`src/rtl/wwdt_pkg.sv`:
```
package wwdt_pkg;
  typedef enum logic [1:0] {
    PH_IDLE   = 2'd0,
    PH_GUARD  = 2'd1,
    PH_SERVE  = 2'd2,
    PH_TRIP   = 2'd3
  } phase_e;

  localparam int unsigned OFF_UNLOCK = 'h00;
  localparam int unsigned OFF_CTRL   = 'h04;
  localparam int unsigned OFF_SPARE  = 'h08;
  localparam int unsigned OFF_GUARD  = 'h0C;
  localparam int unsigned OFF_SERVE  = 'h10;

  localparam int unsigned BIT_RUN    = 0;
  localparam int unsigned BIT_KICK   = 8;
  localparam int unsigned BIT_EXPIRE = 16;
endpackage

```
`src/rtl/wwdt_regs.sv`:
```
module wwdt_regs
  import wwdt_pkg::*;
#(
  parameter int unsigned ADDR_W = 5,
  parameter int unsigned DATA_W = 32,
  parameter int unsigned CNT_W  = 32
) (
  input  logic              clk_i,
  input  logic              rst_ni,
  input  logic              wr_en_i,
  input  logic              rd_en_i,
  input  logic [ADDR_W-1:0] addr_i,
  input  logic [DATA_W-1:0] wdata_i,
  output logic [DATA_W-1:0] rdata_o,
  input  logic              active_i,
  input  logic              expired_i,
  output logic              unlock_o,
  output logic [CNT_W-1:0]  guard_len_o,
  output logic [CNT_W-1:0]  serve_len_o,
  output logic              start_o,
  output logic              stop_o,
  output logic              kick_o
);
  localparam logic [ADDR_W-1:0] A_UNLOCK = ADDR_W'(OFF_UNLOCK);
  localparam logic [ADDR_W-1:0] A_CTRL   = ADDR_W'(OFF_CTRL);
  localparam logic [ADDR_W-1:0] A_GUARD  = ADDR_W'(OFF_GUARD);
  localparam logic [ADDR_W-1:0] A_SERVE  = ADDR_W'(OFF_SERVE);

  logic unlock_q;
  logic [CNT_W-1:0] guard_q, serve_q;
  logic ctrl_ok;

  assign ctrl_ok = wr_en_i && (addr_i == A_CTRL) && unlock_q;
  assign stop_o  = ctrl_ok && !wdata_i[BIT_RUN];
  assign start_o = ctrl_ok && wdata_i[BIT_RUN] && !active_i;
  assign kick_o  = ctrl_ok && wdata_i[BIT_RUN] && wdata_i[BIT_KICK] && active_i;

  always_ff @(posedge clk_i or negedge rst_ni) begin
    if (!rst_ni) begin
      unlock_q <= 1'b0;
    end else if (wr_en_i && addr_i == A_UNLOCK) begin
      unlock_q <= wdata_i[0];
    end else if (wr_en_i && addr_i == A_CTRL) begin
      unlock_q <= 1'b0;  // one-shot: any control write uses it up
    end
  end

  always_ff @(posedge clk_i or negedge rst_ni) begin
    if (!rst_ni) begin
      guard_q <= '0;
      serve_q <= '0;
    end else if (wr_en_i && !active_i) begin
      if (addr_i == A_GUARD) guard_q <= wdata_i[CNT_W-1:0];
      if (addr_i == A_SERVE) serve_q <= wdata_i[CNT_W-1:0];
    end
  end

  always_comb begin
    rdata_o = '0;
    if (rd_en_i) begin
      unique case (addr_i)
        A_UNLOCK: rdata_o[0] = unlock_q;
        A_CTRL: begin
          rdata_o[BIT_RUN]    = active_i;
          rdata_o[BIT_EXPIRE] = expired_i;
        end
        A_GUARD: rdata_o = DATA_W'(guard_q);
        A_SERVE: rdata_o = DATA_W'(serve_q);
        default: rdata_o = '0;
      endcase
    end
  end

  assign unlock_o    = unlock_q;
  assign guard_len_o = guard_q;
  assign serve_len_o = serve_q;
endmodule

```
`src/rtl/wwdt_engine.sv`:
```
module wwdt_engine
  import wwdt_pkg::*;
#(
  parameter int unsigned CNT_W = 32
) (
  input  logic             clk_i,
  input  logic             rst_ni,
  input  logic [CNT_W-1:0] guard_len_i,
  input  logic [CNT_W-1:0] serve_len_i,
  input  logic             start_i,
  input  logic             stop_i,
  input  logic             kick_i,
  output phase_e           phase_o,
  output logic             active_o,
  output logic             expired_o
);
  localparam logic [CNT_W-1:0] ONE = CNT_W'(1);

  phase_e           phase_q, phase_d;
  logic [CNT_W-1:0] cnt_q, cnt_d;
  logic             exp_q, exp_d;

  always_comb begin
    phase_d = phase_q;
    cnt_d   = cnt_q;
    exp_d   = exp_q;
    if (stop_i) begin
      phase_d = PH_IDLE;
      cnt_d   = '0;
      exp_d   = 1'b0;
    end else begin
      unique case (phase_q)
        PH_IDLE: if (start_i) begin
          if (guard_len_i != '0) begin
            phase_d = PH_GUARD; cnt_d = guard_len_i;
          end else if (serve_len_i != '0) begin
            phase_d = PH_SERVE; cnt_d = serve_len_i;
          end else begin
            phase_d = PH_TRIP;  exp_d = 1'b1;
          end
        end
        PH_GUARD: begin
          if (kick_i) begin
            phase_d = PH_TRIP;  // early service
          end else if (cnt_q <= ONE) begin
            if (serve_len_i != '0) begin
              phase_d = PH_SERVE; cnt_d = serve_len_i;
            end else begin
              phase_d = PH_TRIP;  exp_d = 1'b1;
            end
          end else begin
            cnt_d = cnt_q - ONE;
          end
        end
        PH_SERVE: begin
          if (kick_i) begin
            if (guard_len_i != '0) begin
              phase_d = PH_GUARD; cnt_d = guard_len_i;
            end else begin
              phase_d = PH_SERVE; cnt_d = serve_len_i;
            end
          end else if (cnt_q <= ONE) begin
            phase_d = PH_TRIP; exp_d = 1'b1;
          end else begin
            cnt_d = cnt_q - ONE;
          end
        end
        default: ;  // tripped: hold until stopped
      endcase
    end
  end

  always_ff @(posedge clk_i or negedge rst_ni) begin
    if (!rst_ni) begin
      phase_q <= PH_IDLE;
      cnt_q   <= '0;
      exp_q   <= 1'b0;
    end else begin
      phase_q <= phase_d;
      cnt_q   <= cnt_d;
      exp_q   <= exp_d;
    end
  end

  assign phase_o   = phase_q;
  assign active_o  = (phase_q != PH_IDLE);
  assign expired_o = exp_q;
endmodule

```
`src/rtl/win_watchdog.sv`:
```
module win_watchdog
  import wwdt_pkg::*;
#(
  parameter int unsigned ADDR_W = 5,
  parameter int unsigned DATA_W = 32,
  parameter int unsigned CNT_W  = 32
) (
  input  logic              clk_i,
  input  logic              rst_ni,
  input  logic              wr_en_i,
  input  logic              rd_en_i,
  input  logic [ADDR_W-1:0] addr_i,
  input  logic [DATA_W-1:0] wdata_i,
  output logic [DATA_W-1:0] rdata_o,
  output logic              rst_req_o,
  output logic              irq_o
);
  logic             unlock, active, expired, start, stop, kick;
  logic [CNT_W-1:0] guard_len, serve_len;
  phase_e           phase;

  wwdt_regs #(.ADDR_W(ADDR_W), .DATA_W(DATA_W), .CNT_W(CNT_W)) u_regs (
    .clk_i, .rst_ni, .wr_en_i, .rd_en_i, .addr_i, .wdata_i, .rdata_o,
    .active_i(active), .expired_i(expired), .unlock_o(unlock),
    .guard_len_o(guard_len), .serve_len_o(serve_len),
    .start_o(start), .stop_o(stop), .kick_o(kick)
  );

  wwdt_engine #(.CNT_W(CNT_W)) u_engine (
    .clk_i, .rst_ni, .guard_len_i(guard_len), .serve_len_i(serve_len),
    .start_i(start), .stop_i(stop), .kick_i(kick),
    .phase_o(phase), .active_o(active), .expired_o(expired)
  );

  assign rst_req_o = (phase == PH_TRIP);
  assign irq_o     = expired;
endmodule

```
`config.mk`:
```
export PLATFORM = sky130hd
export DESIGN_NAME = win_watchdog
export DESIGN_NICKNAME = d
export VERILOG_FILES = /design/src/rtl/wwdt_pkg.sv /design/src/rtl/wwdt_regs.sv /design/src/rtl/wwdt_engine.sv /design/src/rtl/win_watchdog.sv
export SDC_FILE = /design/constraint.sdc
export NUM_CORES = 1
export LEC_CHECK = 0
export ABC_AREA = 1
export BUFFER_PORTS_ARGS = -buffer_cell sky130_fd_sc_hd__buf_2
export CAP_MARGIN = 20
export CORE_MARGIN = 1
export CORE_UTILIZATION = 61
export CTS_CLUSTER_DIAMETER = 50
export DETAILED_ROUTE_END_ITERATION = 8
export MAX_ROUTING_LAYER = met4
export PLACE_DENSITY = 0.82
export REMOVE_ABC_BUFFERS = 1
export SLEW_MARGIN = 20
export SYNTH_ARGS = -nofsm -noshare
export SYNTH_HDL_FRONTEND = slang
export SYNTH_SLANG_ARGS = --single-unit
```
`constraint.sdc`:
```
create_clock -name clk_i -period 2.3 [get_ports clk_i]
set_input_delay 0.575 -clock clk_i [delete_from_list [all_inputs] [get_ports clk_i]]
set_output_delay 0.575 -clock clk_i [all_outputs]
set_load 0.03 [all_outputs]
```
==> metrics.csv <==
metric,value,unit
run_status,"complete, but fails checks",
violations,setup timing,
fmax,396,MHz
die-area,0.0138,mm²
cts_made_buffers,9,
detail_route.wl_per_cell,18.2,µm
htreeDepth,3,
syn2layout_area_growth,22.4,%
grt_pass1_wl,43500,µm
nets,1542,
cts_root_buf,clkbuf_16,
grt_use_total,0.409,
leakage,4.93,nW
seq_area_frac_synth,0.307,
drive_gt1_frac,0.166,
irDropWorstVdd,0.628,mV
cts_tree,yes,
critPathSlowestCell,a21oi_1,
grt_max_degree,49,
drc,0,
clk_pin_slew,0.08,ns
syn_area,0.00814,mm²
cp.buffers_inverters,5,
ys_types,33,
port_buffers,74,
crit_path_end,rdata_o[11],
cp.arrival,1.95,ns
synth_seq_cells,100,
finalMaxSlewViolations,0,
path_class,input port to output port,
first_iter_violations,1377,
r2r_cells,12,
overflow,0,
fillers,993,
timing.rr.start,u_regs.guard_len_o[12]$_DFFE_PN0P_,
slew_headroom,0.583,
rsz0062_at_grt,true,
p_per_area,1190,mW/mm²
period_needed,2.53,ns
path_cells,buf_6 > nor2_4 > buf_6 > nand2_4 > nor2_4 > buf_12 > clkbuf_16 > nand2_1 > a21oi_1 > buf_4,
worstPathMaxFanout,12,
cap_viol_max_count,0,
endpoint_kind,output port,
cp_top_family,buffers and inverters,
r2r_setup_slack,0.10,ns
hpwl,18900,µm
clock_latency,0.37,ns
dr.pass1.iters,6,
drt_wl_total,30500,µm
critPathMaxStageDelay,0.23,ns
antenna_cells,0,
hold_viol_final,0,
start_util,0.635,
antenna_found_initial,0,
synth_cells,1399,
die_w,118,µm
tightest_slew,0.618,ns
grt_pass1_vias,8696,
hold_class,input port to async pin,
vias_per_cell,5.99,
ant_nets,0,
critPathLaunch,addr_i[1],
yosysWarnings,0,
startpoint_type,input port,
rows,41,
clock-sinks,100,
final_util,0.777,
dp_slack,-0.0713,ns
fin_setup_tns,-2.89,ns
cts.path.max_buffers,2,
final-setup-viol-count,32,
die_h,118,µm
r2r_end,u_engine.cnt_q[12]$_DFFE_PN0P_,
finalCritPeriodShare,1.10,
synth.avg_cell_area,5.82,µm²
fin_skew,0.00935,ns
core,0.0128,mm²
vias,10000,
path_depth,10,
setup_slack,-0.228,ns
gp_congestion,1.04,
cp_data_required_time,1.73,ns
ios,75,
through the flow:
step	hold slack (ns)	instances	total power [mW]	cell area (µm²)
after floorplan	0.279	1335	7.45	7850
after global placement	0.496	1643	9.52	9060
after detailed placement	0.502	1643	9.66	9060
after CTS	0.216	1662	11.3	9540
after global routing	0.246	1672	12.8	9970
final	0.203	1672	11.9	9970
Yosys cell counts:
cell	count	area [µm²]
or2_2	3	18.8
nor2_2	13	81.3
clkbuf_1	33	124
nand4_2	1	12.5
nand3_1	84	420
buf_1	8	30.0
xor2_1	4	35.0
nor2_8	1	20.0
nand4_1	15	93.8
inv_1	124	465
a21oi_1	74	370
ha_1	6	75.1
nand3b_1	3	22.5
o21a_1	1	7.51
nand2_4	3	33.8
nor2_1	180	676
o21ai_1	4	20.0
o21bai_1	13	97.6
nor2_4	5	56.3
xnor2_1	2	17.5
o21ai_0	100	500
nand2_1	577	2170
o32ai_1	1	8.76
a221oi_1	1	8.76
buf_6	2	22.5
nand3_2	3	30.0
o22ai_1	7	43.8
nand2_2	7	43.8
buf_2	17	85.1
dfrtp_1	100	2500
a21boi_1	1	7.51
o211ai_1	2	15.0
buf_4	4	30.0
placed cells by master (no fill, tap or decap), drive strengths merged:
cell type / instances
o211ai: 2
o21a: 1
xor2: 4
o21ai: 104
o32ai: 1
nand2: 587
a21oi: 74
nor2: 199
nand4: 16
o22ai: 7
inv: 129
nand3: 87
or2: 3
clkbuf: 14
o21bai: 13
a21boi: 1
clkinv: 2
buf: 144
nand3b: 3
dfrtp: 100
a221oi: 1
xnor2: 2
ha: 6
what timing repair did:
action / in CTS / in global routing
hold buffers: 0 / 0
setup endpoints to repair: 23 / 44
resized for setup: 45 / 78
pin swaps: 3 / 33
cloned: 1 / 4
buffers inserted: 2 / 7
endpoints found under the hold margin: 0 / 0
layout make-up:
class,instances,area [µm²],share of cell area
timing repair buffer,149,1380,0.138
clock inverter,7,65.1,0.00653
sequential,100,2500,0.251
tap,172,215,0.0216
inverter,124,465,0.0467
clock buffer,9,225,0.0226
multi-input combinational,1111,5120,0.513
routing by layer:
metal  track usage  share of wire
met5             -              0
met4         0.139          0.044
met3        0.0722           0.13
met2         0.604           0.44
met1         0.566           0.39
state kept, by name, summed over array words and instances, names as in the netlist:
name	cells
u_engine.cnt_q	32
u_regs.guard_len_o	32
u_regs.serve_len_o	32
u_engine.phase_o	2
u_engine.expired_o	1
u_regs.unlock_o	1
worst min path at each step:
stage,start,slack (ns),end
after CTS,rst_ni,0.22,u_engine.cnt_q[16]$_DFFE_PN0P_
after global routing,rst_ni,0.25,u_regs.guard_len_o[5]$_DFFE_PN0P_
after global placement,u_regs.guard_len_o[27]$_DFFE_PN0P_,0.50,u_regs.guard_len_o[27]$_DFFE_PN0P_
after detailed placement,u_regs.guard_len_o[31]$_DFFE_PN0P_,0.50,u_regs.guard_len_o[31]$_DFFE_PN0P_
after floorplan,rst_ni,0.28,u_engine.cnt_q[0]$_DFFE_PN0P_
final,rst_ni,0.20,u_engine.cnt_q[3]$_DFFE_PN0P_
power breakdown:
part,leakage [nW],internal (mW),total (mW),switching (mW)
clock network,0.146,0.769,1.60,0.827
registers,1.30,2.38,3.30,0.922
logic,3.48,2.51,7.01,4.50
cells by family after synthesis:
kind of cell | after synthesis | share of synthesized area
xor+xnor | 6 | 0.00645
flops | 100 | 0.307
buf+inv | 188 | 0.0930
simple gates | 895 | 0.451
compound gates | 204 | 0.133
fa+ha+maj | 6 | 0.00922
(Power assumes the default switching activity.)
